$ cat src/rtl/sem_pkg.sv
package sem_pkg;

    // Position of the release key inside the write data
    localparam int SEM_KEY_BIT = 0;

    // Width of an agent index, at least one bit
    function automatic int id_width(input int n);
        return (n > 1) ? $clog2(n) : 1;
    endfunction

endpackage

$ cat src/rtl/sem_prio_arb.sv
module sem_prio_arb #(
    parameter int NUM_AGENTS = 4,
    parameter int ID_W       = 2
) (
    input  logic [NUM_AGENTS-1:0] req_i,
    output logic [NUM_AGENTS-1:0] gnt_o,
    output logic [ID_W-1:0]       gnt_id_o,
    output logic                  any_o
);

    logic [NUM_AGENTS:0] seen;

    assign seen[0] = 1'b0;

    // Lowest index wins: each stage is masked by all lower requests
    for (genvar i = 0; i < NUM_AGENTS; i++) begin : g_chain
        assign gnt_o[i]    = req_i[i] & ~seen[i];
        assign seen[i + 1] = seen[i] | req_i[i];
    end

    assign any_o = seen[NUM_AGENTS];

    always_comb begin
        gnt_id_o = '0;
        for (int i = NUM_AGENTS - 1; i >= 0; i--) begin
            if (gnt_o[i]) gnt_id_o = ID_W'(i);
        end
    end

endmodule

$ cat src/rtl/sem_owner_match.sv
module sem_owner_match #(
    parameter int NUM_AGENTS = 4,
    parameter int ID_W       = 2
) (
    input  logic                  busy_i,
    input  logic [ID_W-1:0]       owner_i,
    input  logic [NUM_AGENTS-1:0] rd_i,
    input  logic [NUM_AGENTS-1:0] wr_i,
    input  logic [NUM_AGENTS-1:0] key_i,
    output logic [NUM_AGENTS-1:0] own_rd_o,
    output logic [NUM_AGENTS-1:0] own_rel_o
);

    for (genvar i = 0; i < NUM_AGENTS; i++) begin : g_agent
        logic is_owner;
        assign is_owner     = busy_i && (owner_i == ID_W'(i));
        assign own_rd_o[i]  = rd_i[i] & is_owner;
        assign own_rel_o[i] = wr_i[i] & key_i[i] & is_owner;
    end

endmodule

$ cat src/rtl/steer_sem.sv
module steer_sem
    import sem_pkg::*;
#(
    parameter int NUM_AGENTS = 4,
    parameter int DATA_W     = 32,
    localparam int ID_W      = id_width(NUM_AGENTS)
) (
    input  logic                         clk,
    input  logic                         rst_n,
    input  logic [NUM_AGENTS-1:0]        rd_i,
    input  logic [NUM_AGENTS-1:0]        wr_i,
    input  logic [NUM_AGENTS*DATA_W-1:0] wdata_i,
    output logic [NUM_AGENTS*DATA_W-1:0] rdata_o,
    output logic                         busy_o,
    output logic [ID_W-1:0]              owner_o
);

    typedef struct packed {
        logic                  busy;
        logic [ID_W-1:0]       owner;
        logic [NUM_AGENTS-1:0] hit;
    } state_t;

    state_t state_d, state_q;

    logic [NUM_AGENTS-1:0] key;
    logic [NUM_AGENTS-1:0] acq_req;
    logic [NUM_AGENTS-1:0] acq_gnt;
    logic [ID_W-1:0]       acq_id;
    logic                  acq_any;
    logic [NUM_AGENTS-1:0] own_rd;
    logic [NUM_AGENTS-1:0] own_rel;

    for (genvar i = 0; i < NUM_AGENTS; i++) begin : g_key
        assign key[i] = wdata_i[i*DATA_W + SEM_KEY_BIT];
    end

    // Only a free semaphore can be acquired
    assign acq_req = rd_i & {NUM_AGENTS{~state_q.busy}};

    sem_prio_arb #(
        .NUM_AGENTS(NUM_AGENTS),
        .ID_W      (ID_W)
    ) arb_i (
        .req_i   (acq_req),
        .gnt_o   (acq_gnt),
        .gnt_id_o(acq_id),
        .any_o   (acq_any)
    );

    sem_owner_match #(
        .NUM_AGENTS(NUM_AGENTS),
        .ID_W      (ID_W)
    ) match_i (
        .busy_i   (state_q.busy),
        .owner_i  (state_q.owner),
        .rd_i     (rd_i),
        .wr_i     (wr_i),
        .key_i    (key),
        .own_rd_o (own_rd),
        .own_rel_o(own_rel)
    );

    always_comb begin
        state_d     = state_q;
        state_d.hit = acq_gnt | own_rd;
        if (acq_any) begin
            state_d.busy  = 1'b1;
            state_d.owner = acq_id;
        end else if (|own_rel) begin
            state_d.busy  = 1'b0;
            state_d.owner = '0;
        end
    end

    always_ff @(posedge clk) begin
        if (!rst_n) begin
            state_q <= '0;
        end else begin
            state_q <= state_d;
        end
    end

    for (genvar i = 0; i < NUM_AGENTS; i++) begin : g_rdata
        assign rdata_o[i*DATA_W +: DATA_W] = {{(DATA_W-1){1'b0}}, state_q.hit[i]};
    end

    assign busy_o  = state_q.busy;
    assign owner_o = state_q.owner;

endmodule

$ cat config.mk
export PLATFORM = sky130hd
export DESIGN_NAME = steer_sem
export DESIGN_NICKNAME = d
export VERILOG_FILES = /design/src/rtl/sem_pkg.sv /design/src/rtl/sem_prio_arb.sv /design/src/rtl/sem_owner_match.sv /design/src/rtl/steer_sem.sv
export SDC_FILE = /design/constraint.sdc
export NUM_CORES = 1
export LEC_CHECK = 0
export CAP_MARGIN = 25
export CELL_PAD_IN_SITES_DETAIL_PLACEMENT = 1
export CELL_PAD_IN_SITES_GLOBAL_PLACEMENT = 2
export CORE_AREA = 3 3 103 105
export CTS_CLUSTER_SIZE = 16
export DETAILED_ROUTE_END_ITERATION = 8
export DIE_AREA = 0 0 106 108
export DONT_BUFFER_PORTS = 1
export GPL_TIMING_DRIVEN = 0
export PLACE_DENSITY = 0.63
export SLEW_MARGIN = 0
export SYNTH_ARGS = -nofsm -noshare
export SYNTH_HDL_FRONTEND = slang
export SYNTH_HIERARCHICAL = 1
export SYNTH_SLANG_ARGS = --single-unit
$ cat constraint.sdc
create_clock -name clk -period 1.67 [get_ports clk]
set_input_delay 0.501 -clock clk [delete_from_list [all_inputs] [get_ports clk]]
set_output_delay 0.501 -clock clk [all_outputs]
set_load 0.05 [all_outputs]
### Yosys cells after proc, flatten, opt, wreduce, memory -nomap -nowiden

Index checks and enable logic that the tools add are counted.

* flip-flop bits (word level): 7
* bits of input ports: 138
* output and inout port bits: 131
* logic and storage cells: 43

* equal/unequal tests: 3
* muxes and demuxes: 6
* bitwise gates (word level): 24
* reductions and logical operators: 7

Operators with widths (number)
* $and 1x1->1: 15
* $mux 2: 4
* $mux 3: 2
* $and 4x4->4: 1
* $eq 2x2->1 const B: 2
* $logic_and 1x1->1: 4
* $not 1->1: 4
* $or 4x4->4: 1
* $reduce_or 4->1: 1
* $or 1x1->1: 3
* $eq 2x1->1 const B: 1
* $logic_not 2->1: 1
* $reduce_bool 2->1: 1

### Depth between registers and ports, before layout

* depth in word-level cells: 11
* depth in mapped cells: 5
* gate-level depth less buffers: 5

### By module

The synthesis kept the hierarchy.

By module, submodules not included
* steer_sem: instances 1, cells an instance 152, area each 1201.2 um^2, sequential area each 140.1 um^2
* sem_owner_match: instances 1, cells an instance 17, area each 87.6 um^2, sequential area each 0.0 um^2
* sem_prio_arb: instances 1, cells an instance 10, area each 58.8 um^2, sequential area each 0.0 um^2

### Least setup slack after synthesis

OpenSTA, ideal clock, no wires.

* kind: flip-flop to flip-flop
* start point: register state_q, in the netlist busy_o
* end point: register state_q, in the netlist owner_o[0]
* setup time: 0.101 ns
* arrival: 1.909 ns
* data required time: 1.569 ns
* slack: -0.339 ns
* stages on the path, launching flop included: 4
* path buffers: 0
* clock period less this slack: 2.009 ns
* cell sequence: dfxtp_1 nor2b_1 or4_1 o41ai_1

* elaborated cells between the ends (all ways): 26
* those cells by class: 5 x mux; 15 x bitwise; 6 x reduce/logical

RTL lines
* start, declared: RTL line steer_sem.sv:24 `state_t state_d, state_q;`
* start signal, assigned: RTL line steer_sem.sv:80 `state_q <= state_d;`
* $not 1->1 (*): RTL line steer_sem.sv:39 `assign acq_req = rd_i & {NUM_AGENTS{~state_q.busy}};`
* $and 4x4->4 (*): RTL line steer_sem.sv:39
* via acq_req[0]: RTL line steer_sem.sv:27 `logic [NUM_AGENTS-1:0] acq_req;`
* $or 1x1->1 (*) (3 in series): RTL line sem_prio_arb.sv:18 `assign seen[i + 1] = seen[i] | req_i[i];`
* via acq_any: RTL line steer_sem.sv:30 `logic acq_any;`
* $mux 3 or $reduce_bool 2->1 (tied branches)

Mark *: on every way through the listed nets, which the timed path passes. The rest lies on a longest branch.
A chain may end at the register's enable or synchronous reset.

### Final worst setup path

Same ends and word-level chain as after synthesis.

==> flow_summary_export.csv <==
group,metric,value,unit
run_status,status,"finished, final reports clean",
cts,clockBufferDepth,2,
synth,ys_ff_latch,7,
cts,numCtsBuffers,3,
placement,io_buffers,0,
cts,cts.sinks,7,
detailed_routing,vias,1119,
sta,slew_headroom,0.658,
sta,tightest_slew,0.512,ns
worst_setup_path,crit_arrival,1.72,ns
power_and_ir_drop,ir_worst_vdd,0.254,mV
sta,timing.hold.ws,0.550,ns
floorplan,initial_core_util,0.139,
placement,place_ws,-0.124,ns
placement,placed_area,0.00198,mm^2
floorplan,die_h,108,um
synth,synth_top_family_by_area,"buffers and inverters",
synth,async_flop_share,0,
layout,nFillCells,1254,
detailed_routing,routed_wl,3.46,mm
cts,cts_tree,"done",
synth,synth_top_area_share,0.696,
sta,finalMaxSlewViolations,0,
power_and_ir_drop,cellLeakagePower,1.30,nW
synth,synth_area_leaders,"buf_4, dfxtp_1, o21a_1, nor2b_1, inv_1",
worst_setup_path,critPathKind,"reg2reg",
cts,ctsHoldBuffers,0,
layout,nNetsFinal,447,
power_and_ir_drop,finalPower,1.54,mW
placement,dp_cells,435,
worst_setup_path,crit_slowest_cell,"or4_4",
sta,finalHoldViolCount,0,
layout,instances_no_fill,441,
detailed_routing,ant_nets,0,
detailed_routing,post_drt_wl_per_cell,7.85,um
sta,fmax,0.628,GHz
worst_setup_path,path_cells,"nor2b_4 > or4_4 > o41ai_2",
sta,tns,0,ns
floorplan,std_cell_rows,36,
detailed_routing,drc,0,
sta,setup_ws,0.0767,ns
synth,synth_flop_cell,"dfxtp_1",
floorplan,pin_count,269,
synth,yosysSeqAreaShare,0.104,
power_and_ir_drop,power_density,742,mW/mm^2
cts,cts.root.buffer_cell,"clkbuf_8",
layout,stdcell_area,0.00208,mm^2
layout,multiInputGateArea,746,um^2
sta,setup_viol,0,
worst_setup_path,path_max_fanout,7,
floorplan,dieArea,0.0114,mm^2
grt,grt.overflow.total,0,
synth,yosys-top-cells-count,"buf_4, dfxtp_1, inv_1, nand2_1, nor2_1",
worst_hold_path,holdPathStages,3,
layout,diodes,0,
layout,regArea,146,um^2
synth,synth_xor_area_frac,0,
layout,final_core_util,0.214,
synth,synth.distinct_cells,21,
worst_setup_path,required,1.79,ns
cts,clock_latency,0.23,ns
detailed_routing,drtIter0Drc,23,
worst_hold_path,hp-class,"in2reg",
sta,fin_crit_sh,0.954,
cts,htreeDepth,1,
layout,drive_gt1_frac,0.458,
placement,place_congestion,0.647,
synth,synthMuxAreaShare,0,
grt,grt_pass1_vias,1126,
synth,netlist_instances,179,
worst_setup_path,worst_setup_path_end_kind,"flop",
floorplan,die_w,106,um
sta,min_period,1.59,ns
worst_setup_path,max_stage_delay,0.57,ns
synth,yosysTopAreaCell,"buf_4",
synth,synth_area,0.00135,mm^2
worst_setup_path,reg2reg_depth,3,
worst_setup_path,cp-start-kind,"flop",
synth,synth_edf_count,0,
placement,dpl.hpwl,3.13,mm
detailed_routing,first_pass_iters,4,
cts,cts.clk_slew.worst_paths,0.04,ns
detailed_routing,viasPerCell,2.54,
synth,synth.most_common_cell,"buf_4",
grt,grtUsageTotal,0.0531,
synth,yosysWarnings,6,
synth,synth_compound_area_frac,0.0446,
grt,grt_antenna_before_repair,2,
grt,grt_max_degree,9,
synth,avgSynthCellArea,7.53,um^2
floorplan,coreArea,0.00973,mm^2
grt,grt_pass1_wl,4.96,mm
synth,synth-simple-area-share,0.133,
layout,area_growth,54.4,%
sta,skew,0.00600,ns
synth,synth_fa_ha_area_frac,0,
run,maxCapViolations,0,
[repair_timing]
item                       CTS  global route
setup buffers                1             1
setup endpoints to repair    3             2
pin swaps                    0             1
gates resized for setup      5             6
[flip-flops by register name (all words and copies together) (netlist names)]
signal	cells
owner_o	2
rdata_o	4
busy_o	1
[layer usage]
| metal | vias up | wire length, um | GRT usage |
|---|---|---|---|
| li1 | 569 | - | - |
| met2 | 85 | 1690 | 0.0993 |
| met3 | 4 | 576 | 0.0394 |
| met5 | - | 13 | 0 |
| met1 | 459 | 1180 | 0.0475 |
| met4 | 2 | 3 | 0.00555 |
[kinds of logic after synthesis]
logic type,count (synthesis)
other,1
AO/OA/AOI/OAI,8
flip-flops,7
buffers and inverters,132
AND/OR/NAND/NOR,31
[worst paths after layout]
check	slack (ns)	to	start
max reg2reg	0.08	owner_o[0]	busy_o
min reg2reg	0.66	owner_o[0]	owner_o[0]
min	0.55	rdata_o[96]	rd_i[3]
max	0.08	owner_o[0]	busy_o
[power by group]
part | internal, mW | total (mW) | switching, mW
Sequential | 0.193 | 0.304 | 0.111
Clock | 0.166 | 0.245 | 0.0790
Combinational | 0.271 | 0.995 | 0.725
[cells in the final DEF (no fill, tap or decap), types with 2 or more instances in the layout]
cell,n
nor3_1,2
o41ai_2,2
o21a_1,4
dfxtp_2,2
clkbuf_8,3
nand2b_1,2
nand2_1,6
nor4b_1,2
buf_4,126
conb_1,124
nor2_1,6
nand3_1,3
nor3b_1,2
dfxtp_1,4
nor2b_4,3
inv_1,6
clkbuf_1,2
[final cells by class]
| cell class | instances | area share |
|---|---|---|
| buffer | 126 | 0.453 |
| clock buffer | 4 | 0.0216 |
| inverter | 6 | 0.0108 |
| multi-input combinational | 163 | 0.358 |
| sequential | 7 | 0.0704 |
| tap | 133 | 0.0800 |
| timing repair buffer | 2 | 0.00601 |
[critical path: cells and delay by family (launching register included)]
kind,cells,cell delay (ns)
AO/OA/AOI/OAI,1,0.32
AND/OR/NAND/NOR,2,0.66
flip-flops,1,0.51
No activity file was read; power rests on OpenSTA's default activity.
